$ cat config.mk
export PLATFORM = sky130hd
export DESIGN_NAME = ddr2_init_seq
export DESIGN_NICKNAME = d
export VERILOG_FILES = /design/src/rtl/ddr2_init_pkg.sv /design/src/rtl/ddr2_bank_offset.sv /design/src/rtl/ddr2_wait_timer.sv /design/src/rtl/ddr2_step_rom.sv /design/src/rtl/ddr2_init_seq.sv
export SDC_FILE = /design/constraint.sdc
export NUM_CORES = 1
export LEC_CHECK = 0
export ABC_AREA = 1
export ABC_CLOCK_PERIOD_IN_PS = 3600
export BUFFER_PORTS_ARGS = -buffer_cell sky130_fd_sc_hd__buf_4
export CAP_MARGIN = 30
export CELL_PAD_IN_SITES_DETAIL_PLACEMENT = 0
export CELL_PAD_IN_SITES_GLOBAL_PLACEMENT = 1
export CORE_MARGIN = 2
export CORE_UTILIZATION = 41
export CTS_CLUSTER_DIAMETER = 100
export DETAILED_ROUTE_END_ITERATION = 12
export GPL_TIMING_DRIVEN = 0
export PLACE_DENSITY_LB_ADDON = 0.15
export SLEW_MARGIN = 20
export SYNTH_ARGS = -nofsm -noshare
export SYNTH_HDL_FRONTEND = slang
export SYNTH_SLANG_ARGS = --single-unit
$ cat constraint.sdc
create_clock -name clk -period 3.6 [get_ports clk]
set_input_delay 0.72 -clock clk [delete_from_list [all_inputs] [get_ports clk]]
set_output_delay 0.72 -clock clk [all_outputs]
set_load 0.02 [all_outputs]
$ cat src/rtl/ddr2_init_pkg.sv
package ddr2_init_pkg;

  typedef enum logic [2:0] {
    CMD_NORMAL = 3'd0,
    CMD_NOP    = 3'd1,
    CMD_PALL   = 3'd2,
    CMD_MRS    = 3'd3,
    CMD_REF    = 3'd4,
    CMD_EMRS   = 3'd5,
    CMD_DPD    = 3'd6,
    CMD_LP2    = 3'd7
  } cmd_e;

  typedef enum logic [1:0] {
    ST_IDLE  = 2'd0,
    ST_ISSUE = 2'd1,
    ST_WAIT  = 2'd2,
    ST_DONE  = 2'd3
  } seq_state_e;

  localparam int NUM_STEPS    = 15;
  localparam int STEP_W       = $clog2(NUM_STEPS);
  localparam int STEP_DLL_ON  = 6;
  localparam int STEP_DLL_OFF = 10;
  localparam int STEP_OCD_DEF = 11;
  localparam int STEP_OCD_EXT = 12;
  localparam int STEP_LAST    = NUM_STEPS - 1;

endpackage

$ cat src/rtl/ddr2_bank_offset.sv
module ddr2_bank_offset #(
  parameter int ADDR_W = 32,
  localparam int OFF_W = $clog2(ADDR_W)
) (
  input  logic [1:0]       col_code_i,
  input  logic [1:0]       row_code_i,
  input  logic             interleave_i,
  input  logic             bus16_i,
  output logic [OFF_W-1:0] offset_o
);

  logic [OFF_W-1:0] col_part, row_part, bus_part;

  always_comb begin
    col_part = OFF_W'(col_code_i) + OFF_W'(9);
    row_part = interleave_i ? '0 : (OFF_W'(row_code_i) + OFF_W'(11));
    bus_part = bus16_i ? OFF_W'(1) : OFF_W'(2);
    offset_o = col_part + row_part + bus_part;
  end

  // a 2-bit bank number must fit above the offset
  always_comb begin
    offset_fit_chk: assert (int'(offset_o) <= ADDR_W - 2);
  end

endmodule

$ cat src/rtl/ddr2_wait_timer.sv
module ddr2_wait_timer #(
  parameter int CNT_W = 16
) (
  input  logic             clk,
  input  logic             rst_n,
  input  logic             load_i,
  input  logic [CNT_W-1:0] load_val_i,
  output logic             expire_o
);

  logic [CNT_W-1:0] cnt_q, cnt_d;
  logic             cnt_en;

  always_comb begin
    cnt_en = load_i || (cnt_q != '0);
    cnt_d  = load_i ? load_val_i : (cnt_q - CNT_W'(1));
  end

  always_ff @(posedge clk or negedge rst_n) begin
    if (!rst_n)      cnt_q <= '0;
    else if (cnt_en) cnt_q <= cnt_d;
  end

  assign expire_o = (cnt_q <= CNT_W'(1));

endmodule

$ cat src/rtl/ddr2_step_rom.sv
module ddr2_step_rom
  import ddr2_init_pkg::*;
(
  input  logic [STEP_W-1:0] step_i,
  output cmd_e              code_o,
  output logic [2:0]        bank_o,
  output logic              write_o
);

  always_comb begin
    bank_o  = 3'd0;
    write_o = 1'b0;
    unique case (step_i)
      4'd0, 4'd1: code_o = CMD_NOP;
      4'd2, 4'd7: code_o = CMD_PALL;
      4'd3:       begin code_o = CMD_EMRS; bank_o = 3'd2; end
      4'd4:       begin code_o = CMD_EMRS; bank_o = 3'd3; end
      4'd5, 4'd11, 4'd12: begin code_o = CMD_EMRS; bank_o = 3'd1; end
      4'd6, 4'd10: code_o = CMD_MRS;
      4'd8, 4'd9:  code_o = CMD_REF;
      4'd13:       code_o = CMD_NORMAL;
      4'd14:       begin code_o = CMD_NORMAL; write_o = 1'b1; end
      default:     code_o = CMD_NOP;
    endcase
  end

endmodule

$ cat src/rtl/ddr2_init_seq.sv
module ddr2_init_seq
  import ddr2_init_pkg::*;
#(
  parameter int ADDR_W  = 32,
  parameter int CPU_W   = 8,
  parameter int WAIT_US = 200,
  localparam int OFF_W  = $clog2(ADDR_W),
  localparam int WAIT_W = CPU_W + $clog2(WAIT_US + 1)
) (
  input  logic              clk,
  input  logic              rst_n,
  input  logic              start_i,
  input  logic [1:0]        col_code_i,
  input  logic [1:0]        row_code_i,
  input  logic              interleave_i,
  input  logic              bus16_i,
  input  logic [CPU_W-1:0]  cyc_per_us_i,
  output logic              cmd_valid_o,
  input  logic              cmd_ready_i,
  output logic [2:0]        cmd_code_o,
  output logic [2:0]        cmd_bank_o,
  output logic [ADDR_W-1:0] cmd_addr_o,
  output logic              cmd_write_o,
  output logic              dll_reset_o,
  output logic [2:0]        ocd_o,
  output logic              done_o
);

  seq_state_e        state_q, state_d;
  logic [STEP_W-1:0] step_q, step_d;
  logic [OFF_W-1:0]  off_q, off_calc;
  logic [CPU_W-1:0]  cpu_q;
  logic              dll_q, dll_d;
  logic [2:0]        ocd_q, ocd_d;
  logic              done_q, done_d;
  logic              capture, tmr_load, tmr_expire, accept;
  logic [WAIT_W-1:0] wait_cycles;
  cmd_e              rom_code;
  logic [2:0]        rom_bank;
  logic              rom_write;

  ddr2_bank_offset #(.ADDR_W(ADDR_W)) u_offset (
    .col_code_i   (col_code_i),
    .row_code_i   (row_code_i),
    .interleave_i (interleave_i),
    .bus16_i      (bus16_i),
    .offset_o     (off_calc)
  );

  ddr2_step_rom u_rom (
    .step_i  (step_q),
    .code_o  (rom_code),
    .bank_o  (rom_bank),
    .write_o (rom_write)
  );

  assign wait_cycles = WAIT_W'(cpu_q) * WAIT_W'(WAIT_US);

  ddr2_wait_timer #(.CNT_W(WAIT_W)) u_timer (
    .clk        (clk),
    .rst_n      (rst_n),
    .load_i     (tmr_load),
    .load_val_i (wait_cycles),
    .expire_o   (tmr_expire)
  );

  assign accept = (state_q == ST_ISSUE) && cmd_ready_i;

  // next-state logic
  always_comb begin
    state_d  = state_q;
    step_d   = step_q;
    dll_d    = dll_q;
    ocd_d    = ocd_q;
    done_d   = done_q;
    capture  = 1'b0;
    tmr_load = 1'b0;
    unique case (state_q)
      ST_IDLE: begin
        if (start_i) begin
          state_d = ST_ISSUE;
          step_d  = '0;
          dll_d   = 1'b0;
          ocd_d   = 3'b000;
          capture = 1'b1;
        end
      end
      ST_ISSUE: begin
        if (accept) begin
          if (step_q == STEP_W'(0)) begin
            state_d  = ST_WAIT;
            step_d   = STEP_W'(1);
            tmr_load = 1'b1;
          end else if (step_q == STEP_W'(STEP_LAST)) begin
            state_d = ST_DONE;
            done_d  = 1'b1;
          end else begin
            step_d = step_q + STEP_W'(1);
            if (step_d == STEP_W'(STEP_DLL_ON))  dll_d = 1'b1;
            if (step_d == STEP_W'(STEP_DLL_OFF)) dll_d = 1'b0;
            if (step_d == STEP_W'(STEP_OCD_DEF)) ocd_d = 3'b111;
            if (step_d == STEP_W'(STEP_OCD_EXT)) ocd_d = 3'b000;
          end
        end
      end
      ST_WAIT: begin
        if (tmr_expire) state_d = ST_ISSUE;
      end
      ST_DONE: state_d = ST_DONE;
      default: state_d = ST_IDLE;
    endcase
  end

  // state registers
  always_ff @(posedge clk or negedge rst_n) begin
    if (!rst_n) begin
      state_q <= ST_IDLE;
      step_q  <= '0;
      dll_q   <= 1'b0;
      ocd_q   <= 3'b000;
      done_q  <= 1'b0;
    end else begin
      state_q <= state_d;
      step_q  <= step_d;
      dll_q   <= dll_d;
      ocd_q   <= ocd_d;
      done_q  <= done_d;
    end
  end

  // configuration captured on start
  always_ff @(posedge clk or negedge rst_n) begin
    if (!rst_n) begin
      off_q <= '0;
      cpu_q <= '0;
    end else if (capture) begin
      off_q <= off_calc;
      cpu_q <= cyc_per_us_i;
    end
  end

  assign cmd_valid_o = (state_q == ST_ISSUE);
  assign cmd_code_o  = rom_code;
  assign cmd_bank_o  = rom_bank;
  assign cmd_addr_o  = ADDR_W'(rom_bank) << off_q;
  assign cmd_write_o = rom_write && cmd_valid_o;
  assign dll_reset_o = dll_q;
  assign ocd_o       = ocd_q;
  assign done_o      = done_q;


  stall_hold_chk: assert property (@(posedge clk) disable iff (!rst_n)
    (cmd_valid_o && !cmd_ready_i) |=> (cmd_valid_o && $stable(cmd_code_o) &&
      $stable(cmd_bank_o) && $stable(cmd_addr_o) && $stable(dll_reset_o) && $stable(ocd_o)));


  done_sticky_chk: assert property (@(posedge clk) disable iff (!rst_n)
    done_o |=> (done_o && !cmd_valid_o));


  done_cause_chk: assert property (@(posedge clk) disable iff (!rst_n)
    $rose(done_o) |-> $past(cmd_valid_o && cmd_ready_i && cmd_write_o));


  dll_scope_chk: assert property (@(posedge clk) disable iff (!rst_n)
    (cmd_valid_o && cmd_code_o == CMD_EMRS) |-> !dll_reset_o);


  ocd_scope_chk: assert property (@(posedge clk) disable iff (!rst_n)
    (ocd_o != 3'b000) |-> (cmd_valid_o && cmd_code_o == CMD_EMRS && cmd_bank_o == 3'd1));

endmodule

==> results.md <==
* Status: finished, final reports clean
* Clock latency on the worst-skew pair at 290 ps
* YS warnings at 0
* Die area at 9470 um2
* Routed met3 length at 299 um
* 1st-iter DRT viols at 88
* Slew Limit Fails at 0
* Post-synthesis cell count at 517
* Routability cong. at 0.831
* Worst R2R Start: cpu_q[3]$_DFFE_PN0P_
* Pwr dens at 186 nW/um2
* Startpoint types: flip-flop
* Total track usage at 18.4%
* Post-synth EDFFs at 0
* Worst clock skew at 11.3 ps
* Post-Syn Area at 3570 um2
* Die Span Y at 97.3 um
* Final Hold Viols at 0
* CTS Hold Buffers Added at 0
* Mapped Nets at 580
* Most frequent cells in the layout: 135 x nand2_1, 72 x nor2_1, 70 x inv_1, 65 x buf_4
* Peak VDD IR at 0.145 mV
* RSZ-0062 raised after global routing: no
* Nets at 648
* Via/cell ratio at 4.90
* Static leakage at 0.00236 uW
* Worst slew margin at 64.8%
* CTS tree: yes
* Ant. Diodes at 0
* Clock Path Buffers at 2
* Row count at 34
* Setup ws final at 781 ps
* Cts repair resizes at 0
* DR WL met2 at 3730 um
* End point of the critical path: cmd_addr_o[19]
* Clock H-tree levels at 2
* Ys async rst share at 100%
* Total chip power at 790 uW
* Largest net degree at the start of global routing at 39
* Vias in the first global route at 3,239
* Crit. Startpoint: step_q[0]$_DFFE_PN0P_
* Post-CTS Repair Setup Buffers at 0
* Min Clock Period, post-route at 2820 ps
* DIE WIDTH at 97.3 um
* RR Endpoint: u_timer.cnt_q[15]$_DFFE_PN0P_
* Mean Syn Cell Area at 6.90 um2
* Final setup violation count at 0
* Setup CP Type: flip-flop to output port
* DRT antenna net count at 0
* Post-detail-place hpwl at 6600 um
* DRC viols at 0
* Post-synthesis register bit count at 38
* Layout cells sized above 1 at 18.1%
* WL per Instance at 11.9 um
* Sequential cell area at 951 um2
* Clock-pin slew on the worst setup and hold paths at 80 ps
* Worst min-delay path category: input pin to asynchronous set/reset pin
* Initial antenna violation count at 0
* Critical Path End Type: output port
* First-pass DRT Iterations at 4
* Reg2Reg Setup Slack at 840 ps
* Uppermost layer routed: met4
* Worst endpoint required time at 2880 ps
* Worst-margin pin slew at 528 ps
* F_max at 0.355 GHz
* Final cycle utilization of the critical path at 78.3%
* WL final at 8230 um
* Hold Worst Slack at 394 ps
* Multi-input gate area at 2240 um2
* Clock sink total at 38
* Leading cell type in the layout, fill and taps excluded: nand2_1
* Fill cells at 885
* Count of cell types in the netlist at 39
* DRT met1 WL at 4150 um
* Clock root buffer: clkbuf_8
* Placement Setup Slack at 779 ps
* PortBufs at 61
* Placed Cells at 686
* R2R depth at 13
* Top_reg_cell synth: dfrtp_1
* Area Growth Syn to Fin at 19.2%
* Proportion of synthesized chip area in sequential cells at 26.6%
* Initial Utilization at 41.5%
* First-pass GRT wire length at 14,700 um
* CP max FO at 8
* CTS Buf Count at 5
* Setup TNS at 0 ps
* GR Overflow Total at 0
* Worst EP arrival at 2100 ps
* Core outline area at 8590 um2
* Routed via count at 3,403
* Final cell count without fillers at 694
* Max-cap violations at 0
* IO Pins at 63
[per-layer routing]
layer | up-vias | GRT usage (%)
li1 | 1768 | -
met1 | 1570 | 27.0
met2 | 60 | 29.4
met3 | 5 | 2.81
met4 | 0 | 2.99
met5 | - | 0
[stage by stage]
step	util (%)	area [um2]
after floorplan	-	3570
after global placement	48.4	4160
after detailed placement	48.4	4160
after CTS	49.5	4250
after global routing	49.5	4250
final	49.5	4250
[worst min path at each step]
stage / start / to / slack [ps]
after floorplan: rst_n / cpu_q[0]$_DFFE_PN0P_ / 420
after global placement: done_o$_DFFE_PN0P_ / done_o$_DFFE_PN0P_ / 510
after detailed placement: done_o$_DFFE_PN0P_ / done_o$_DFFE_PN0P_ / 500
after CTS: rst_n / u_timer.cnt_q[11]$_DFFE_PN0P_ / 420
after global routing: rst_n / u_timer.cnt_q[12]$_DFFE_PN0P_ / 440
final: rst_n / state_q[1]$_DFFE_PN0P_ / 390
[where the power goes]
group          switching (uW)  internal (uW)
clock network             155            155
logic                    29.3           24.4
registers                   0            426
total                     184            606
[worst max-delay path, cell delays in order, from the launching register on]
cell	delay, ps
dfrtp_1	470
inv_1	130
ha_1	240
inv_1	70
o21ai_2	230
nand2_1	90
nand2_2	150
nand4_1	140
nor2_1	130
buf_4	150
[cells by family (layout without fill, tap and decap cells)]
logic type	Yosys count	count (layout)	share of synthesized area [%]
and+or+nand+nor	288	288	36.3
DFF	38	38	26.6
adders and majority gates	45	45	16.8
AOI/OAI and AO/OA	46	46	7.19
buffers and inverters	89	158	10.5
other	1	1	0.105
xor gates and xnor gates	10	10	2.45
[cells in the mapped netlist (5+ instances only)]
master	number	share of area (%)
nand3_1	40	5.6
a21oi_1	16	2.2
nand2_2	8	1.4
nand4_1	11	1.9
inv_1	70	7.4
nor2_2	5	0.88
xor2_1	6	1.5
o21ai_0	20	2.8
ha_1	40	14
nand2_1	135	14
fa_1	5	2.8
dfrtp_1	38	27
clkbuf_1	5	0.53
nor2_1	72	7.6
[layout make-up]
class	instances	area share [%]
inverters	76	6.77
clock buffers	7	2.03
flip-flops and latches	38	22.4
repair buffers	61	10.8
well taps	108	3.18
multi-input cells	390	52.7
clock inverters	1	0.118
plain buffers	13	2.06
[flip-flops by register name, summed over array words and instances, names as in the netlist]
| register | flops |
|---|---|
| cpu_q | 8 |
| dll_reset_o | 1 |
| done_o | 1 |
| ocd_o | 1 |
| off_q | 5 |
| state_q | 2 |
| step_q | 4 |
| u_timer.cnt_q | 16 |
Power figures use the tool's default switching activity.
